### config.mk
export PLATFORM = sky130hd
export DESIGN_NAME = ovf_status_agg
export DESIGN_NICKNAME = d
export VERILOG_FILES = /design/src/rtl/ovfagg_pkg.sv /design/src/rtl/ovf_view_mask.sv /design/src/rtl/lcofi_pending.sv /design/src/rtl/ovf_status_agg.sv
export SDC_FILE = /design/constraint.sdc
export NUM_CORES = 1
export LEC_CHECK = 0
export ABC_AREA = 1
export CAP_MARGIN = 40
export CORE_ASPECT_RATIO = 0.8
export CORE_MARGIN = 2
export CORE_UTILIZATION = 26
export DETAILED_ROUTE_END_ITERATION = 7
export HOLD_SLACK_MARGIN = 0.05
export PLACE_DENSITY = 0.83
export SLEW_MARGIN = 25
export SYNTH_ARGS = -nofsm -noshare
export SYNTH_HDL_FRONTEND = slang
export SYNTH_HIERARCHICAL = 1
export SYNTH_SLANG_ARGS = --single-unit
### constraint.sdc
create_clock -name clk -period 1.14 [get_ports clk]
set_clock_uncertainty 0.15 [all_clocks]
set_input_delay 0.114 -clock clk [delete_from_list [all_inputs] [get_ports clk]]
set_output_delay 0.114 -clock clk [all_outputs]
set_load 0.01 [all_outputs]
### src/rtl/ovfagg_pkg.sv
package ovfagg_pkg;
  typedef enum logic [1:0] {
    PRIV_U   = 2'b00,
    PRIV_S   = 2'b01,
    PRIV_RSV = 2'b10,
    PRIV_M   = 2'b11
  } priv_e;

  localparam int unsigned CSR_AW = 12;
endpackage

### src/rtl/ovf_view_mask.sv
module ovf_view_mask
  import ovfagg_pkg::*;
#(
  parameter int unsigned W        = 32,
  parameter int unsigned FIRST_CH = 3
) (
  input  logic [W-1:0] of_flags,
  input  logic [W-1:0] mcen,
  input  logic [W-1:0] hcen,
  input  logic [1:0]   priv_mode,
  input  logic         virt_mode,
  output logic [W-1:0] view
);
  localparam logic [W-1:0] CH_MASK = {W{1'b1}} << FIRST_CH;

  logic [W-1:0] grant;

  always_comb begin
    unique case (priv_e'(priv_mode))
      PRIV_M:  grant = mcen;
      PRIV_S:  grant = virt_mode ? (mcen & hcen) : mcen;
      default: grant = '0;
    endcase
  end

  assign view = of_flags & grant & CH_MASK;
endmodule

### src/rtl/lcofi_pending.sv
module lcofi_pending #(
  parameter bit IMPL = 1'b1
) (
  input  logic clk,
  input  logic rst_n,
  input  logic hw_set,
  input  logic sw_pend_we,
  input  logic sw_pend_val,
  input  logic sw_en_we,
  input  logic sw_en_val,
  output logic pend,
  output logic en
);
  generate
    if (IMPL) begin : g_impl
      logic pend_r, en_r;
      always_ff @(posedge clk or negedge rst_n) begin
        if (!rst_n) begin
          pend_r <= 1'b0;
          en_r   <= 1'b0;
        end else begin
          if (hw_set)          pend_r <= 1'b1;
          else if (sw_pend_we) pend_r <= sw_pend_val;
          if (sw_en_we)        en_r   <= sw_en_val;
        end
      end
      assign pend = pend_r;
      assign en   = en_r;
    end else begin : g_tied
      logic unused_in;
      assign unused_in = ^{clk, rst_n, hw_set, sw_pend_we, sw_pend_val, sw_en_we, sw_en_val};
      assign pend = 1'b0;
      assign en   = 1'b0;
    end
  endgenerate
endmodule

### src/rtl/ovf_status_agg.sv
module ovf_status_agg
  import ovfagg_pkg::*;
#(
  parameter int unsigned W           = 32,
  parameter int unsigned FIRST_CH    = 3,
  parameter bit          IMPL        = 1'b1,
  parameter int unsigned IRQ_BIT     = 13,
  parameter logic [11:0] STATUS_ADDR = 12'hD33,
  parameter logic [11:0] PEND_ADDR   = 12'h344,
  parameter logic [11:0] ENAB_ADDR   = 12'h304
) (
  input  logic         clk,
  input  logic         rst_n,
  input  logic [W-1:0] of_flags,
  input  logic [W-1:0] ovf_req,
  input  logic [W-1:0] mcen,
  input  logic [W-1:0] hcen,
  input  logic [1:0]   priv_mode,
  input  logic         virt_mode,
  input  logic [11:0]  csr_addr,
  input  logic         csr_we,
  input  logic [W-1:0] csr_wdata,
  output logic [W-1:0] csr_rdata,
  output logic         irq_active
);
  localparam logic [W-1:0] CH_MASK = {W{1'b1}} << FIRST_CH;

  logic [W-1:0] status_view;
  logic         any_req;
  logic         pend_q, en_q;
  logic         unused_wdata;

  assign unused_wdata = ^csr_wdata;
  assign any_req      = |(ovf_req & CH_MASK);

  ovf_view_mask #(.W(W), .FIRST_CH(FIRST_CH)) u_view (
    .of_flags  (of_flags),
    .mcen      (mcen),
    .hcen      (hcen),
    .priv_mode (priv_mode),
    .virt_mode (virt_mode),
    .view      (status_view)
  );

  lcofi_pending #(.IMPL(IMPL)) u_pend (
    .clk         (clk),
    .rst_n       (rst_n),
    .hw_set      (any_req),
    .sw_pend_we  (csr_we && csr_addr == PEND_ADDR),
    .sw_pend_val (csr_wdata[IRQ_BIT]),
    .sw_en_we    (csr_we && csr_addr == ENAB_ADDR),
    .sw_en_val   (csr_wdata[IRQ_BIT]),
    .pend        (pend_q),
    .en          (en_q)
  );

  always_comb begin
    csr_rdata = '0;
    if (csr_addr == STATUS_ADDR)    csr_rdata = status_view;
    else if (csr_addr == PEND_ADDR) csr_rdata[IRQ_BIT] = pend_q;
    else if (csr_addr == ENAB_ADDR) csr_rdata[IRQ_BIT] = en_q;
  end

  assign irq_active = pend_q & en_q;
endmodule

# After elaboration in Yosys (flattened, before gate mapping)
# Index checks and enable logic that the tools add are counted.
# W data, S select, Z words.
# word_totals
register_bits,2
in_bits,178
output_inout_bits,33
word_cells,23
# classes
n_eq_ne,5
mux,9
bitwise_logic,3
reduce_logical,4
# ops
operator,count
$and A32 B32 Y32,2
$pmux W32 S2,1
$mux W32,1
$reduce_or A29 Y1,1
$eq A12 B10 Y1 const B,2
$mux W18,1
$mux W13,1
$eq A12 B12 Y1 const B,1
$mux W1,5
$eq A2 B1 Y1 const B,1
$eq A2 B2 Y1 const B,1
$logic_and A1 B1 Y1,2
$reduce_bool A2 Y1,1
$and A1 B1 Y1,1

# Longest topological paths before layout
# Gate-level depths: netlist of the first run.
# logic_depth
word_depth,5
depth_mapped,9
ltp_nobuf,9

# Modules after synthesis
# The synthesis of the first run kept the hierarchy.
# modules_own_cells
mod,n_inst,cells_each,area_each_um2,seq_area_each_um2
ovf_view_mask,1,217,892.1,0.0
ovf_status_agg,1,122,625.6,0.0
lcofi_pending,1,10,90.1,50.0

# Least setup slack after synthesis of the first run
# No wires, ideal clock.
# synth_timing
path_type,input port to output port
startpoint,input port csr_addr[6]
endpoint,output port csr_rdata[10]
arrival_time_ns,0.852
required_time_ns,0.876
setup_slack_ns,0.024
cell_stages,5
path_buffers,1
cell_sequence,or2_4 > nor2_4 > nand3_4 > buf_6 > nor2_2
# synth_between
elab_chain_len,2
# synth_lines
element,line_no,text
"start, declared",ovf_status_agg.sv:20,"input logic [11:0] csr_addr,"
$eq A12 B12 Y1,ovf_status_agg.sv:59,if (csr_addr == STATUS_ADDR) csr_rdata = status_view;
$mux W13,ovf_status_agg.sv:59,
"end, declared",ovf_status_agg.sv:23,"output logic [W-1:0] csr_rdata,"
# No other way between the ends.

# Worst setup path in the final report of the first run
# layout_timing
startpoint,input port csr_addr[9]
endpoint,output port csr_rdata[13]
# layout_between
elab_chain_len,4
elab_cells_between_ends,6
cone_classes,eq/ne: 3; mux: 3
# layout_lines
element,line_no,text
$eq A12 B10 Y1,ovf_status_agg.sv:61,else if (csr_addr == ENAB_ADDR) csr_rdata[IRQ_BIT] = en_q;
$mux W1,ovf_status_agg.sv:61,
$mux W1,ovf_status_agg.sv:60,else if (csr_addr == PEND_ADDR) csr_rdata[IRQ_BIT] = pend_q;
$mux W1 *,ovf_status_agg.sv:59,
# Every way passes the cells marked *; elsewhere a longest branch is shown, timed or not.

==> summary.md, run 1 <==
| Metric | Value |
|---|---|
| Result of the run | complete, but fails checks |
| Violated checks | negative setup slack |
| Area taken by flip-flops and latches | 50.0 µm² |
| Static power due to leakage | around 2.1 nW |
| Power Internal | 785 µW |
| CTS tree | done |
| Area fraction in and, or, nand and nor cells after synthesis | 58.1% |
| Maxcap violations | 0 |
| Footprint of the multi-input gates | 0.00110 mm² |
| Max Fclk | 0.662 GHz |
| Combinational Power Share | 69.3% |
| First-pass iteration count of the detailed router | 4 |
| Warning count from the yosys run | 6 |
| DR iter-0 viols | 44 |
| Via-per-instance ratio | 4.07 |
| Count of endpoints failing hold in the final timing report | 0 |
| Synthesized instance count | between 300 and 400 |
| Sw Ratio | 30.0% |
| Portion of synthesized cell area occupied by the leading cell type | 30.8% |
| Average wire per cell in the routed design | 11.4 µm |
| Share of cells above drive strength 1 | between 20% and 30% |
| Multiplexer share of the synthesized area | 0% |
| Maximum number of buffers from clock root to sink | 2 |
| DRT antenna net count | 0 |
| Worst path slowest cell | sky130_fd_sc_hd__nor3_4 |
| Total DRC errors in the routed layout | 0 |
| Floorplan Core Area | ~0.006 mm² |
| Data arrival time of the critical path | 1250 ps |
| Placed Cells incl. Taps | slightly below 600 |
| Cell type contributing the most total cell area after synthesis | sky130_fd_sc_hd__inv_1 |
| Post-synthesis cell type count | 21 |
| Weighted congestion at the end of routability-driven global placement | 0.768 |
| Final setup slack of the worst path | -370 ps |
| Clk pin slew, worst setup/hold paths | 30 ps |
| Sequential group share of total power | 6.4% |
| Required time worst endpoint | 880 ps |
| Max Transition Viols Final | 0 |
| Maximum resistive drop on vdd | 0.208 mV |
| Parity-gate share of the synthesized area counting xor and xnor cells | 0% |
| Type of the tightest min-delay check | input port to flip-flop |
| Flops & latches, synth | 2 |
| Site row count | 25 |
| Adder-cell share of the synthesized area | 0% |
| Count of H-tree levels built during CTS | 1 |
| Unrepaired setup endpoints after global routing | true |
| Longest individual stage delay on the worst path | 250 ps |
| Global-route usage over all layers | 18.6% |
| Cells taking the most area after synthesis | sky130_fd_sc_hd__inv_1 31%, sky130_fd_sc_hd__nand2_1 17%, sky130_fd_sc_hd__nor2_1 11% |
| Via count of the first global-routing pass | 2341 |
| Cell-by-cell listing of the critical path | clkdlybuf4s15_2, nor3_4, nand3_4, buf_6, buf_6, nand3_2, nand2_1, inv_1, buf_6 |
| Root Driver | sky130_fd_sc_hd__clkbuf_8 |
| Layout-stage area growth over the synthesis result | 129% |
| Final number of setup-violating endpoints | 31 |
| Leftover overflow at the end of global routing | 0 |
| Vias after detailed routing | 2488 |
| Clock latency reported for the late side of the worst-skew pair | 210 ps |
| Crit path launch type | input port |
| Dominant combinational cell family by area after synthesis | simple AND/OR/NAND/NOR gates |
| Mapped cell area | 0.00161 mm² |
| Antenna diode instance count | 0 |
| Worst Setup End Kind | primary output |
| Setup total negative slack | -7510 ps |
| Tmin final | 1510 ps |
| Initial Utilization | 27.1% |
| Proportion of power drawn by the clock network | 24.3% |
| Final cycle utilization of the critical path | 132% |
| Buffers on Ports | 164 |
| Die Height | 74.3 µm |
| Total net switching power | 336 µW |
| Top cell by count, worst path | sky130_fd_sc_hd__buf_6 |
| Pwr Density | approximately 300 mW/mm² |
| Worst Path Class, Setup | input port to primary output |
| Finished Layout Cells | 611 |
| Die Area | between 0.006 and 0.007 mm² |
| Pin count of the biggest net entering global routing | 15 |
| First-pass GRT wire length | 10.3 mm |
| Compound-gate portion of the synthesized area | less than 1% |
| Clock Sink Count | 2 |
| Avg Inst Size Synth | 4.61 µm² |
| Number of antenna violations at the first check in global routing | 0 |
| Filler cell count | 549 |
| Final wirelength | 6.97 mm |
| Sequential share of the synthesized area | 3.11% |
| X dimension of the die | between 90 and 100 µm |
| Clock buffer count from CTS | 3 |
| Half-perimeter wire length after placement | between 5 and 6 mm |
| Number of nets at the end of the flow | 710 |
| Top-Level Pins | 211 |
| Top fanout value on the critical path | 4 |
[power by group through the flow]
| stage | logic [mW] | registers (mW) | clock network, mW |
|---|---|---|---|
| global route | 0.848 | 0.0722 | 0.285 |
| CTS | 0.757 | 0.0721 | 0.278 |
| floorplan | 0.242 | 0.0728 | 0 |
| finish | 0.777 | 0.0722 | 0.273 |
| detailed placement | 0.751 | 0.0728 | 0 |
| global placement | 0.737 | 0.0728 | 0 |
[Yosys cell counts, drive strengths merged]
| master | number |
|---|---|
| inv | 132 |
| nor2 | 80 |
| nand2 | 73 |
| nand3 | 35 |
| buf | 15 |
| nand4 | 3 |
| nor3 | 3 |
| dfrtp | 2 |
| nor4 | 2 |
| and3 | 1 |
| conb | 1 |
| o21ai | 1 |
| or2 | 1 |
[through the flow]
step           hold WS, ps  setup slack (ps)  power, mW  cell area [µm²]  util, %
3_3_place_gp           131              -962      0.810             3370     56.8
2_1_floorplan         -332              23.8      0.315             1620        -
3_5_place_dp           139             -1030      0.824             3370     56.8
4_1_cts                253              -368       1.11             3570     60.0
6_report               115              -370       1.12             3680     61.9
5_1_grt                147              -410       1.20             3680     61.9
[worst max-delay path: cells and delay by family]
kind | cells | cell delay [ps]
AND/OR/NAND/NOR | 4 | 500
buffers and inverters | 5 | 620
[logic make-up (layout without fill, tap and decap cells)]
logic type | Yosys count | in the layout
DFF | 2 | 2
and+or+nand+nor | 198 | 198
AOI/OAI and AO/OA | 1 | 1
buffers and inverters | 147 | 326
other | 1 | 3
[path summary, 6_finish.rpt]
path / endpoint / cells past startpoint / from / slack, ps
worst max-delay path: csr_rdata[13] / 9 / csr_addr[9] / -370
worst min-delay path: u_pend/pend / 5 / ovf_req[11] / 120
worst max register to register: u_pend/pend / 3 / u_pend/pend / 210
worst min register to register: u_pend/en / 2 / u_pend/en / 420
max in group asynchronous: u_pend/pend / 2 / rst_n / 240
min in group asynchronous: u_pend/en / 2 / rst_n / 480
[state kept, by name, indices dropped and copies added (netlist names)]
register	cells
u_pend/pend	1
u_pend/en	1
[cells in the final DEF, fill, tap and decap left out, drive strengths merged]
cell           instances
and3                   1
buf                   65
clkbuf                 5
clkdlybuf4s15          3
clkdlybuf4s50         88
conb                   3
dfrtp                  2
dlygate4sd2           11
dlygate4sd3            1
dlymetal6s2s          21
inv                  132
nand2                 73
nand3                 35
nand4                  3
nor2                  80
nor3                   3
nor4                   2
o21ai                  1
or2                    1
[area by class of cell]
type,instances,share of cell area [%]
sequential,2,1.36
clock buffer,3,1.12
timing repair buffer,191,51.2
tap,81,2.75
multi-input combinational,202,30.0
inverter,132,13.5
[routing by layer]
metal / share of wire (%) / vias up / track usage, %
met5: 0 / - / 0
met4: 0.93 / 0 / 3.98
met3: 6.8 / 4 / 2.74
met2: 54 / 96 / 38.6
met1: 39 / 1078 / 20.2
li1: - / 1310 / -
[what timing repair did]
action,in CTS,in global routing
setup endpoints to repair,32,32
cloned,3,0
hold endpoints to repair,2,0
resized for setup,220,73
setup buffers,10,3
hold buffers,1,0
pin swaps,26,74
(Power assumes the default switching activity.)
==> run 2, diff against run 1 <==
--- a/config.mk
+++ b/config.mk
@@ -13,7 +13,6 @@
 export DETAILED_ROUTE_END_ITERATION = 7
 export HOLD_SLACK_MARGIN = 0.05
 export PLACE_DENSITY = 0.83
-export SLEW_MARGIN = 25
 export SYNTH_ARGS = -nofsm -noshare
 export SYNTH_HDL_FRONTEND = slang
 export SYNTH_HIERARCHICAL = 1
==> results of run 2 <==
No change in the layout: final DEF, timing and power equal those of run 1.
